### config.mk
export PLATFORM = sky130hd
export DESIGN_NAME = rf_serial_writer
export DESIGN_NICKNAME = d
export VERILOG_FILES = /design/src/rtl/rfw_pkg.sv /design/src/rtl/rfw_regs.sv /design/src/rtl/rfw_shifter.sv /design/src/rtl/rf_serial_writer.sv
export SDC_FILE = /design/constraint.sdc
export NUM_CORES = 1
export LEC_CHECK = 0
export BUFFER_PORTS_ARGS = -buffer_cell sky130_fd_sc_hd__buf_4
export CORE_ASPECT_RATIO = 1.4
export CORE_MARGIN = 2
export CORE_UTILIZATION = 40
export CTS_CLUSTER_SIZE = 12
export DETAILED_ROUTE_END_ITERATION = 12
export SYNTH_ARGS = -nofsm -noshare
export SYNTH_HDL_FRONTEND = slang
export SYNTH_SLANG_ARGS = --single-unit
### constraint.sdc
create_clock -name clk -period 2.05 [get_ports clk]
set_input_delay 0.41 -clock clk [delete_from_list [all_inputs] [get_ports clk]]
set_output_delay 0.41 -clock clk [all_outputs]
set_load 0.02 [all_outputs]
### src/rtl/rfw_pkg.sv
package rfw_pkg;
   typedef enum logic [1:0] {
      ST_IDLE  = 2'd0,
      ST_SHIFT = 2'd1,
      ST_LATCH = 2'd2
   } rfw_state_t;

   localparam logic [1:0] RA_COUNT  = 2'd0;
   localparam logic [1:0] RA_LOW    = 2'd1;
   localparam logic [1:0] RA_HIGH   = 2'd2;
   localparam logic [1:0] RA_STATUS = 2'd3;

   localparam int CNT_W = 7;
endpackage

### src/rtl/rfw_regs.sv
module rfw_regs
   import rfw_pkg::*;
#(
   parameter int WORD_W = 32,
   localparam int HI_W  = WORD_W - 16,
   localparam int LEN_W = $clog2(WORD_W + 1)
) (
   input  logic              clk,
   input  logic              rst_n,
   input  logic              wr_en,
   input  logic [1:0]        wr_addr,
   input  logic [15:0]       wr_data,
   input  logic [1:0]        rd_addr,
   input  logic              busy,
   output logic [15:0]       rd_data,
   output logic              start,
   output logic [WORD_W-1:0] word,
   output logic [LEN_W-1:0]  len,
   output logic              flag
);
   logic [CNT_W-1:0] cnt_q;
   logic             flag_q;
   logic [15:0]      lo_q;
   logic [HI_W-1:0]  hi_q;
   logic [15:0]      hi_rd;
   logic             accept;

   assign accept = wr_en && !busy;

   always_ff @(posedge clk or negedge rst_n) begin
      if (!rst_n) begin
         cnt_q  <= '0;
         flag_q <= 1'b0;
         lo_q   <= '0;
         hi_q   <= '0;
      end else if (accept) begin
         case (wr_addr)
            RA_COUNT: begin
               cnt_q  <= wr_data[CNT_W-1:0];
               flag_q <= wr_data[CNT_W];
            end
            RA_LOW:  lo_q <= wr_data;
            RA_HIGH: hi_q <= wr_data[HI_W-1:0];
            default: ;
         endcase
      end
   end

   always_comb begin
      if (cnt_q > CNT_W'(WORD_W)) len = LEN_W'(WORD_W);
      else                        len = LEN_W'(cnt_q);
   end

   assign start = accept && (wr_addr == RA_HIGH) && (cnt_q != '0);
   assign word  = {wr_data[HI_W-1:0], lo_q};
   assign flag  = flag_q;

   generate
      if (HI_W == 16) begin : g_hi_full
         assign hi_rd = hi_q;
      end else begin : g_hi_ext
         assign hi_rd = {{(16-HI_W){1'b0}}, hi_q};
      end
   endgenerate

   always_comb begin
      case (rd_addr)
         RA_COUNT: rd_data = {7'd0, flag_q, 1'b0, cnt_q};
         RA_LOW:   rd_data = lo_q;
         RA_HIGH:  rd_data = hi_rd;
         default:  rd_data = {15'd0, busy};
      endcase
   end
endmodule

### src/rtl/rfw_shifter.sv
module rfw_shifter
   import rfw_pkg::*;
#(
   parameter int WORD_W   = 32,
   parameter int HALF_DIV = 2,
   localparam int LEN_W   = $clog2(WORD_W + 1),
   localparam int IDX_W   = $clog2(WORD_W),
   localparam int DIV_W   = $clog2(2 * HALF_DIV)
) (
   input  logic              clk,
   input  logic              rst_n,
   input  logic              start,
   input  logic [WORD_W-1:0] word,
   input  logic [LEN_W-1:0]  len,
   output logic              busy,
   output logic              sclk,
   output logic              sdata,
   output logic              le
);
   localparam logic [DIV_W-1:0] DIV_LAST = DIV_W'(2 * HALF_DIV - 1);
   localparam logic [DIV_W-1:0] DIV_HALF = DIV_W'(HALF_DIV);

   rfw_state_t        state_q;
   logic [WORD_W-1:0] word_q;
   logic [IDX_W-1:0]  idx_q;
   logic [DIV_W-1:0]  div_q;
   logic              div_end;

   assign div_end = (div_q == DIV_LAST);

   always_ff @(posedge clk or negedge rst_n) begin
      if (!rst_n) begin
         state_q <= ST_IDLE;
         word_q  <= '0;
         idx_q   <= '0;
         div_q   <= '0;
      end else begin
         case (state_q)
            ST_IDLE: begin
               if (start) begin
                  state_q <= ST_SHIFT;
                  word_q  <= word;
                  idx_q   <= IDX_W'(len - LEN_W'(1));
                  div_q   <= '0;
               end
            end
            ST_SHIFT: begin
               div_q <= div_end ? '0 : div_q + DIV_W'(1);
               if (div_end) begin
                  if (idx_q == '0) state_q <= ST_LATCH;
                  else             idx_q   <= idx_q - IDX_W'(1);
               end
            end
            ST_LATCH: begin
               div_q <= div_end ? '0 : div_q + DIV_W'(1);
               if (div_end) state_q <= ST_IDLE;
            end
            default: state_q <= ST_IDLE;
         endcase
      end
   end

   assign busy  = (state_q != ST_IDLE);
   assign sclk  = (state_q == ST_SHIFT) && (div_q >= DIV_HALF);
   assign sdata = (state_q == ST_SHIFT) && word_q[idx_q];
   assign le    = (state_q == ST_LATCH);
endmodule

### src/rtl/rf_serial_writer.sv
module rf_serial_writer
   import rfw_pkg::*;
#(
   parameter int WORD_W   = 32,
   parameter int HALF_DIV = 2
) (
   input  logic        clk,
   input  logic        rst_n,
   input  logic        wr_en,
   input  logic [1:0]  wr_addr,
   input  logic [15:0] wr_data,
   input  logic [1:0]  rd_addr,
   output logic [15:0] rd_data,
   output logic        rf_flag,
   output logic        rf_sclk,
   output logic        rf_sdata,
   output logic        rf_le,
   output logic        busy
);
   localparam int LEN_W = $clog2(WORD_W + 1);

   generate
      if (WORD_W < 17 || WORD_W > 32) begin : g_bad_width
         $error("WORD_W must lie in 17..32");
      end
      if (HALF_DIV < 1) begin : g_bad_div
         $error("HALF_DIV must be at least 1");
      end
   endgenerate

   logic              start;
   logic [WORD_W-1:0] word;
   logic [LEN_W-1:0]  xfer_len;

   rfw_regs #(.WORD_W(WORD_W)) u_regs (
      .clk     (clk),
      .rst_n   (rst_n),
      .wr_en   (wr_en),
      .wr_addr (wr_addr),
      .wr_data (wr_data),
      .rd_addr (rd_addr),
      .busy    (busy),
      .rd_data (rd_data),
      .start   (start),
      .word    (word),
      .len     (xfer_len),
      .flag    (rf_flag)
   );

   rfw_shifter #(.WORD_W(WORD_W), .HALF_DIV(HALF_DIV)) u_shift (
      .clk   (clk),
      .rst_n (rst_n),
      .start (start),
      .word  (word),
      .len   (xfer_len),
      .busy  (busy),
      .sclk  (rf_sclk),
      .sdata (rf_sdata),
      .le    (rf_le)
   );
endmodule

==> results.py, run 1 <==
metrics = {
    "run_status": {
        "status": "finished with violations",
        "violations": "negative setup slack",
    },
    "clocking": {
        "clock-sinks": 81,
        "cts_buffers": 9,
        "cts_max_level": 3,
        "cts_buffer_depth": 2,
        "path_clk_slew_ns": 0.06,
        "root_buffer": "clkbuf_16",
        "cts_tree": "done",
        "worstSkewPairLatency_ns": 0.34,
    },
    "finish": {
        "fin_nets": 373,
        "regArea_um2": 2030,
        "num_antenna_cells": 0,
        "drive_above_1_share_pct": 52.4,
        "multi_input_area_um2": 1790,
        "area_growth_pct": 24.7,
        "fillCellCount": 833,
    },
    "pwr": {
        "peakVddDrop_uv": 681,
        "powerDensity_nw_per_um2": 1580,
        "total_leakage_power_nw": 2.16,
        "total_power_mw": 7.67,
    },
    "sta": {
        "period_minus_slack_ns": 2.36,
        "post-route-period-util_pct": 115,
        "fmax_ghz": 0.424,
        "maxSlewHeadroom_pct": 68.5,
        "finalSetupViolCount": 1,
        "finalMaxSlewViolations": 0,
        "hold_violations": 0,
        "fin_ws_ns": -0.309,
        "tightest_slew_ns": 0.470,
        "skew_ns": 0.00414,
        "grt_setup_unrepaired": "true",
    },
    "floorplanning": {
        "ios": 44,
        "dieArea_um2": 10500,
        "core-area_um2": 9460,
        "fp.dieW_um": 87.2,
        "start_util_pct": 41.0,
        "rows": 42,
        "dieHeight_um": 121,
    },
    "routing": {
        "dr.pass1.iters": 4,
        "drc_errors": 0,
        "wirelength_um": 8640,
        "wl_per_cell_um": 18.9,
        "ant_nets": 0,
        "vias_per_cell": 5.55,
        "drtIter0Drc": 95,
        "vias": 2536,
    },
    "worst_setup_path": {
        "crit_type": "reg2out",
        "worst_ep_arrival_time_ns": 1.95,
        "max_stage_delay_ns": 0.48,
        "slowest_stage": "mux4_2",
        "required_ns": 1.64,
        "cp_cell_sequence": "buf_6, mux4_2, mux2i_1, nand3_1, nand2_1, a31oi_2, buf_4",
        "critPathBufInv": 2,
        "cp_top_family": "multiplexers",
        "cp-start-kind": "register",
        "worstPathMaxFanout": 6,
        "endpoint_kind": "primary output",
    },
    "synth": {
        "synth_cell_types": 38,
        "synth_seq_cells": 81,
        "synthTopCellsByArea": "dfrtp_1 52%, mux2_2 21%, mux4_2 4.6%",
        "ys_seq_area_share_pct": 52.2,
        "syn_inst": 279,
        "ys.flop_type": "dfrtp_1",
        "synth_edf_count": 0,
        "yosysTopAreaCell": "dfrtp_1",
        "ys.warnings.count": 0,
        "postSynthAreaPerCell_um2": 13.9,
        "syn_area_um2": 3880,
        "ys_async_sr_fraction_pct": 100,
        "synth_top_area_share_pct": 52.2,
        "synth_nets": 309,
    },
    "global_routing": {
        "track_usage_pct": 18.7,
        "grt_max_degree": 50,
        "grt_pass1_vias": 2760,
        "grt_pass1_wl_um": 14600,
        "overflow": 0,
        "antenna_found_initial": 0,
    },
    "hold_path": {
        "hold_path.class": "in2async",
    },
    "place": {
        "finalWeightedCongestion": 0.855,
        "dp_hpwl_um": 6230,
        "port_buffers": 43,
        "place_ws_ns": -0.0555,
    },
    "job": {
        "max_cap_viol_count": 0,
    },
}
[cells by family after synthesis]
logic type                 count (synthesis)  synth area share [%]
muxes                                     98                  30.7
DFF                                       81                  52.2
xor gates and xnor gates                   3                 0.677
buffers and inverters                     20                  2.26
adders and majority gates                  7                  2.26
AOI/OAI and AO/OA                         35                  6.22
and+or+nand+nor                           35                  5.68
[metal layers]
layer / wire length [um] / vias to the layer above / track usage (%)
met2: 4690 / 51 / 32.5
met4: 182 / 0 / 5.96
met1: 3480 / 1310 / 22.3
met5: 0 / - / 0
li1: - / 1165 / -
met3: 286 / 10 / 5.05
[layout make-up]
cell class / instances / area share [%]
flip-flops and latches: 81 / 41.9
multi-input cells: 178 / 37.0
repair buffers: 66 / 11.2
clock buffers: 10 / 4.94
well taps: 110 / 2.84
clock inverters: 5 / 1.63
inverters: 7 / 0.543
[cell usage after synthesis, drive strengths merged (3+ instances only)]
master and number:
nor2 3, a22o 8, nor4b 3, buf 9, inv 7, xor2 3, mux2i 12, dfrtp 81
nand3 3, a21oi 8, mux4 8, mux2 78, nor3 4, o21ai 10, ha 7, clkbuf 4
a31oi 3, nand2 14
[sequential cells by signal, indices dropped and copies added (netlist names)]
signal and flops:
u_regs.cnt_q 7, u_shift.state_q 2, u_regs.lo_q 16, u_regs.hi_q 16
u_shift.word_q 32, u_shift.idx_q 5, u_regs.flag 1, u_shift.div_q 2
[cell usage in the layout (no fill, tap or decap), types with 4 or more instances in the layout]
cell and count:
o21ai_0 9, a22o_1 8, clkbuf_16 9, mux4_2 8
mux2_2 74, dfrtp_1 80, buf_4 61, a21oi_1 6
ha_1 5, inv_1 4, nand2_1 14, mux2i_1 12
[path summary, 6_finish.rpt]
path / start / end / slack [ns] / depth (start not counted)
max: u_shift.idx_q[0] / rf_sdata / -0.31 / 7
min: rst_n / u_regs.hi_q[4] / 0.02 / 1
max reg2reg: u_shift.state_q[1] / u_shift.idx_q[0] / 0.20 / 8
min reg2reg: u_regs.hi_q[6] / u_regs.hi_q[6] / 0.51 / 1
max in group asynchronous: rst_n / u_shift.idx_q[0] / 1.42 / 2
min in group clk: wr_data[12] / u_regs.lo_q[12] / 0.32 / 2
[what timing repair did]
action                     CTS  global route
hold buffers                 0             0
pin swaps                    1             0
resized for setup            8             2
setup buffers                3             0
setup endpoints to repair    2             5
[where the power goes]
| part | internal [mW] | switching [mW] | leakage [nW] |
|---|---|---|---|
| Sequential | 2.40 | 0.626 | 0.975 |
| Combinational | 1.71 | 1.22 | 1.03 |
| Clock | 1.09 | 0.622 | 0.159 |
[through the flow]
| stage | hold slack (ns) | setup TNS (ns) | util, % | cells | cell area, um^2 |
|---|---|---|---|---|---|
| finish | 0.0157 | -0.309 | 51.2 | 457 | 4840 |
| global route | 0.0451 | -0.514 | 51.2 | 457 | 4840 |
| CTS | 0.0259 | -0.324 | 51.1 | 457 | 4840 |
| detailed placement | 0.389 | -0.0555 | 47.3 | 439 | 4470 |
| global placement | 0.389 | -0.0229 | 47.3 | 439 | 4470 |
| floorplan | 0.114 | 0 | - | 279 | 3890 |
No activity file was read; power rests on OpenSTA's default activity.
==> run 2: changes to the inputs <==
- CORE_ASPECT_RATIO: 1.4 -> 1.2
==> run 2 against run 1 <==
Effect of this change: the run still ends with negative setup slack left; clock power about the same; sequential power about the same; combinational power up 2%; critical path depth unchanged; core utilization up 0.42 points; global-route usage down 1.1 points; clock skew up 0.0071 ns.
==> results.py, run 2 (synthesis gave the netlist of run 1 again) <==
metrics = {
    "run_status": {
        "status": "finished with violations",
        "violations": "negative setup slack",
    },
    "place": {
        "port_buffers": 43,
        "finalWeightedCongestion": 0.784,
        "place_ws_ns": -0.0615,
        "placed_area_um2": 4510,
        "dp_hpwl_um": 6120,
    },
    "finish": {
        "fin_nets": 373,
        "regArea_um2": 2030,
        "largest_reg_flops": 32,
        "mostFrequentLayoutCells": "80 x dfrtp_1, 74 x mux2_2, 60 x buf_4",
        "regMostFlops": "u_shift.word_q",
        "final_cell_area_um2": 4880,
        "drive_above_1_share_pct": 52.6,
        "area_growth_pct": 25.9,
        "num_antenna_cells": 0,
        "multi_input_area_um2": 1800,
        "fillCellCount": 837,
        "final_common_cell": "dfrtp_1",
        "largestRegisters": "u_shift.word_q (32), u_regs.hi_q (16), u_regs.lo_q (16)",
    },
    "clocking": {
        "clock-sinks": 81,
        "cts_buffer_depth": 2,
        "cts_buffers": 9,
        "cts_tree": "done",
        "path_clk_slew_ns": 0.06,
        "root_buffer": "clkbuf_16",
        "worstSkewPairLatency_ns": 0.34,
        "cts_max_level": 3,
    },
    "worst_setup_path": {
        "endpoint_kind": "primary output",
        "required_ns": 1.64,
        "crit_type": "reg2out",
        "worst_ep_arrival_time_ns": 1.95,
        "crit_start": "u_shift.idx_q[0]",
        "worstPathMaxFanout": 4,
        "reg2reg_from": "u_shift.state_q[0]",
        "cp-start-kind": "register",
        "ff2ff_path_depth": 7,
    },
    "global_routing": {
        "use_met3_pct": 3.45,
        "grt_max_degree": 48,
        "grt_pass1_vias": 2612,
        "top_usage_layer": "met2",
        "met2_usage_pct": 28.7,
        "antenna_found_initial": 0,
        "grt_pass1_wl_um": 14100,
        "track_usage_pct": 17.7,
        "overflow": 0,
        "grt_util_met1_pct": 24.3,
    },
    "sta": {
        "finalMaxSlewViolations": 0,
        "maxSlewHeadroom_pct": 57.9,
        "skew_ns": 0.0112,
        "period_minus_slack_ns": 2.36,
        "setup_tns_ns": -0.339,
        "finalSetupViolCount": 2,
        "tightest_slew_ns": 0.631,
        "grt_setup_unrepaired": "true",
        "fmax_ghz": 0.423,
        "post-route-period-util_pct": 115,
        "fin_ws_ns": -0.313,
        "hold_violations": 0,
        "whs_ns": 0.0973,
    },
    "routing": {
        "drtIter0Drc": 122,
        "ant_nets": 0,
        "wl_per_cell_um": 18.7,
        "vias": 2479,
        "vias_per_cell": 5.26,
        "dr.pass1.iters": 4,
        "drc_errors": 0,
        "wirelength_um": 8800,
    },
    "floorplanning": {
        "rows": 39,
        "dieHeight_um": 112,
        "fp.dieW_um": 93.9,
        "start_util_pct": 41.0,
        "ios": 44,
        "dieArea_um2": 10500,
        "core-area_um2": 9470,
    },
    "pwr": {
        "total_leakage_power_nw": 2.15,
        "p_sw_mw": 2.55,
        "p_int_mw": 5.16,
        "seq_power_share_pct": 39.3,
        "peakVddDrop_uv": 686,
        "powerDensity_nw_per_um2": 1580,
        "switching_share_pct": 33.1,
        "clockPowerShare_pct": 21.8,
        "p_comb_share_pct": 39.0,
        "total_power_mw": 7.71,
    },
    "hold_path": {
        "hold_path.class": "in2async",
    },
    "job": {
        "max_cap_viol_count": 0,
    },
}
## run 2: metrics by stage
step / utilization [%] / instances
finish: 51.6 / 471
floorplan: - / 279
global placement: 47.7 / 452
detailed placement: 47.7 / 452
CTS: 51.4 / 471
global route: 51.6 / 471
## run 2: layout make-up
type / count / share of cell area, %
flip-flops and latches: 81 / 41.5
multi-input cells: 178 / 36.8
repair buffers: 66 / 11.5
clock buffers: 11 / 5.18
well taps: 123 / 3.15
clock inverters: 5 / 1.26
inverters: 7 / 0.538
## run 2: layer usage
metal / share of wire, % / vias up
met5: 0 / -
met4: 1.2 / 0
met3: 3.1 / 13
met2: 49 / 46
met1: 47 / 1263
li1: - / 1157
## run 2: worst paths after layout
check	endpoint	slack, ns
setup / recovery	rf_sdata	-0.31
max in group asynchronous	u_regs.lo_q[12]	1.36
hold / removal	u_regs.cnt_q[1]	0.1
hold reg to reg	u_regs.hi_q[0]	0.50
min in group clk	u_regs.lo_q[9]	0.32
setup reg to reg	u_shift.word_q[15]	0.14
## run 2: repair_timing
action                     CTS  global route
gates resized for setup      6             5
setup endpoints to repair    2             3
pin swaps                    2             4
setup buffers                3             0
hold buffers                 0             0
## run 2: power by group through the flow
| stage | clock network [mW] | logic (mW) | registers (mW) |
|---|---|---|---|
| final | 1.68 | 3.00 | 3.03 |
| after global routing | 1.77 | 3.27 | 3.13 |
| after CTS | 1.71 | 3.01 | 3.02 |
| after detailed placement | 0 | 2.94 | 3.04 |
| after global placement | 0 | 2.86 | 3.03 |
| after floorplan | 0 | 2.11 | 2.80 |
## run 2: worst max-delay path, stage by stage (launching register included)
cell and delay, ns:
dfrtp_2 0.45, buf_12 0.13, mux4_2 0.49, mux2i_1 0.15, nand3_1 0.09, nand2_1 0.08
a31oi_2 0.05, buf_4 0.18
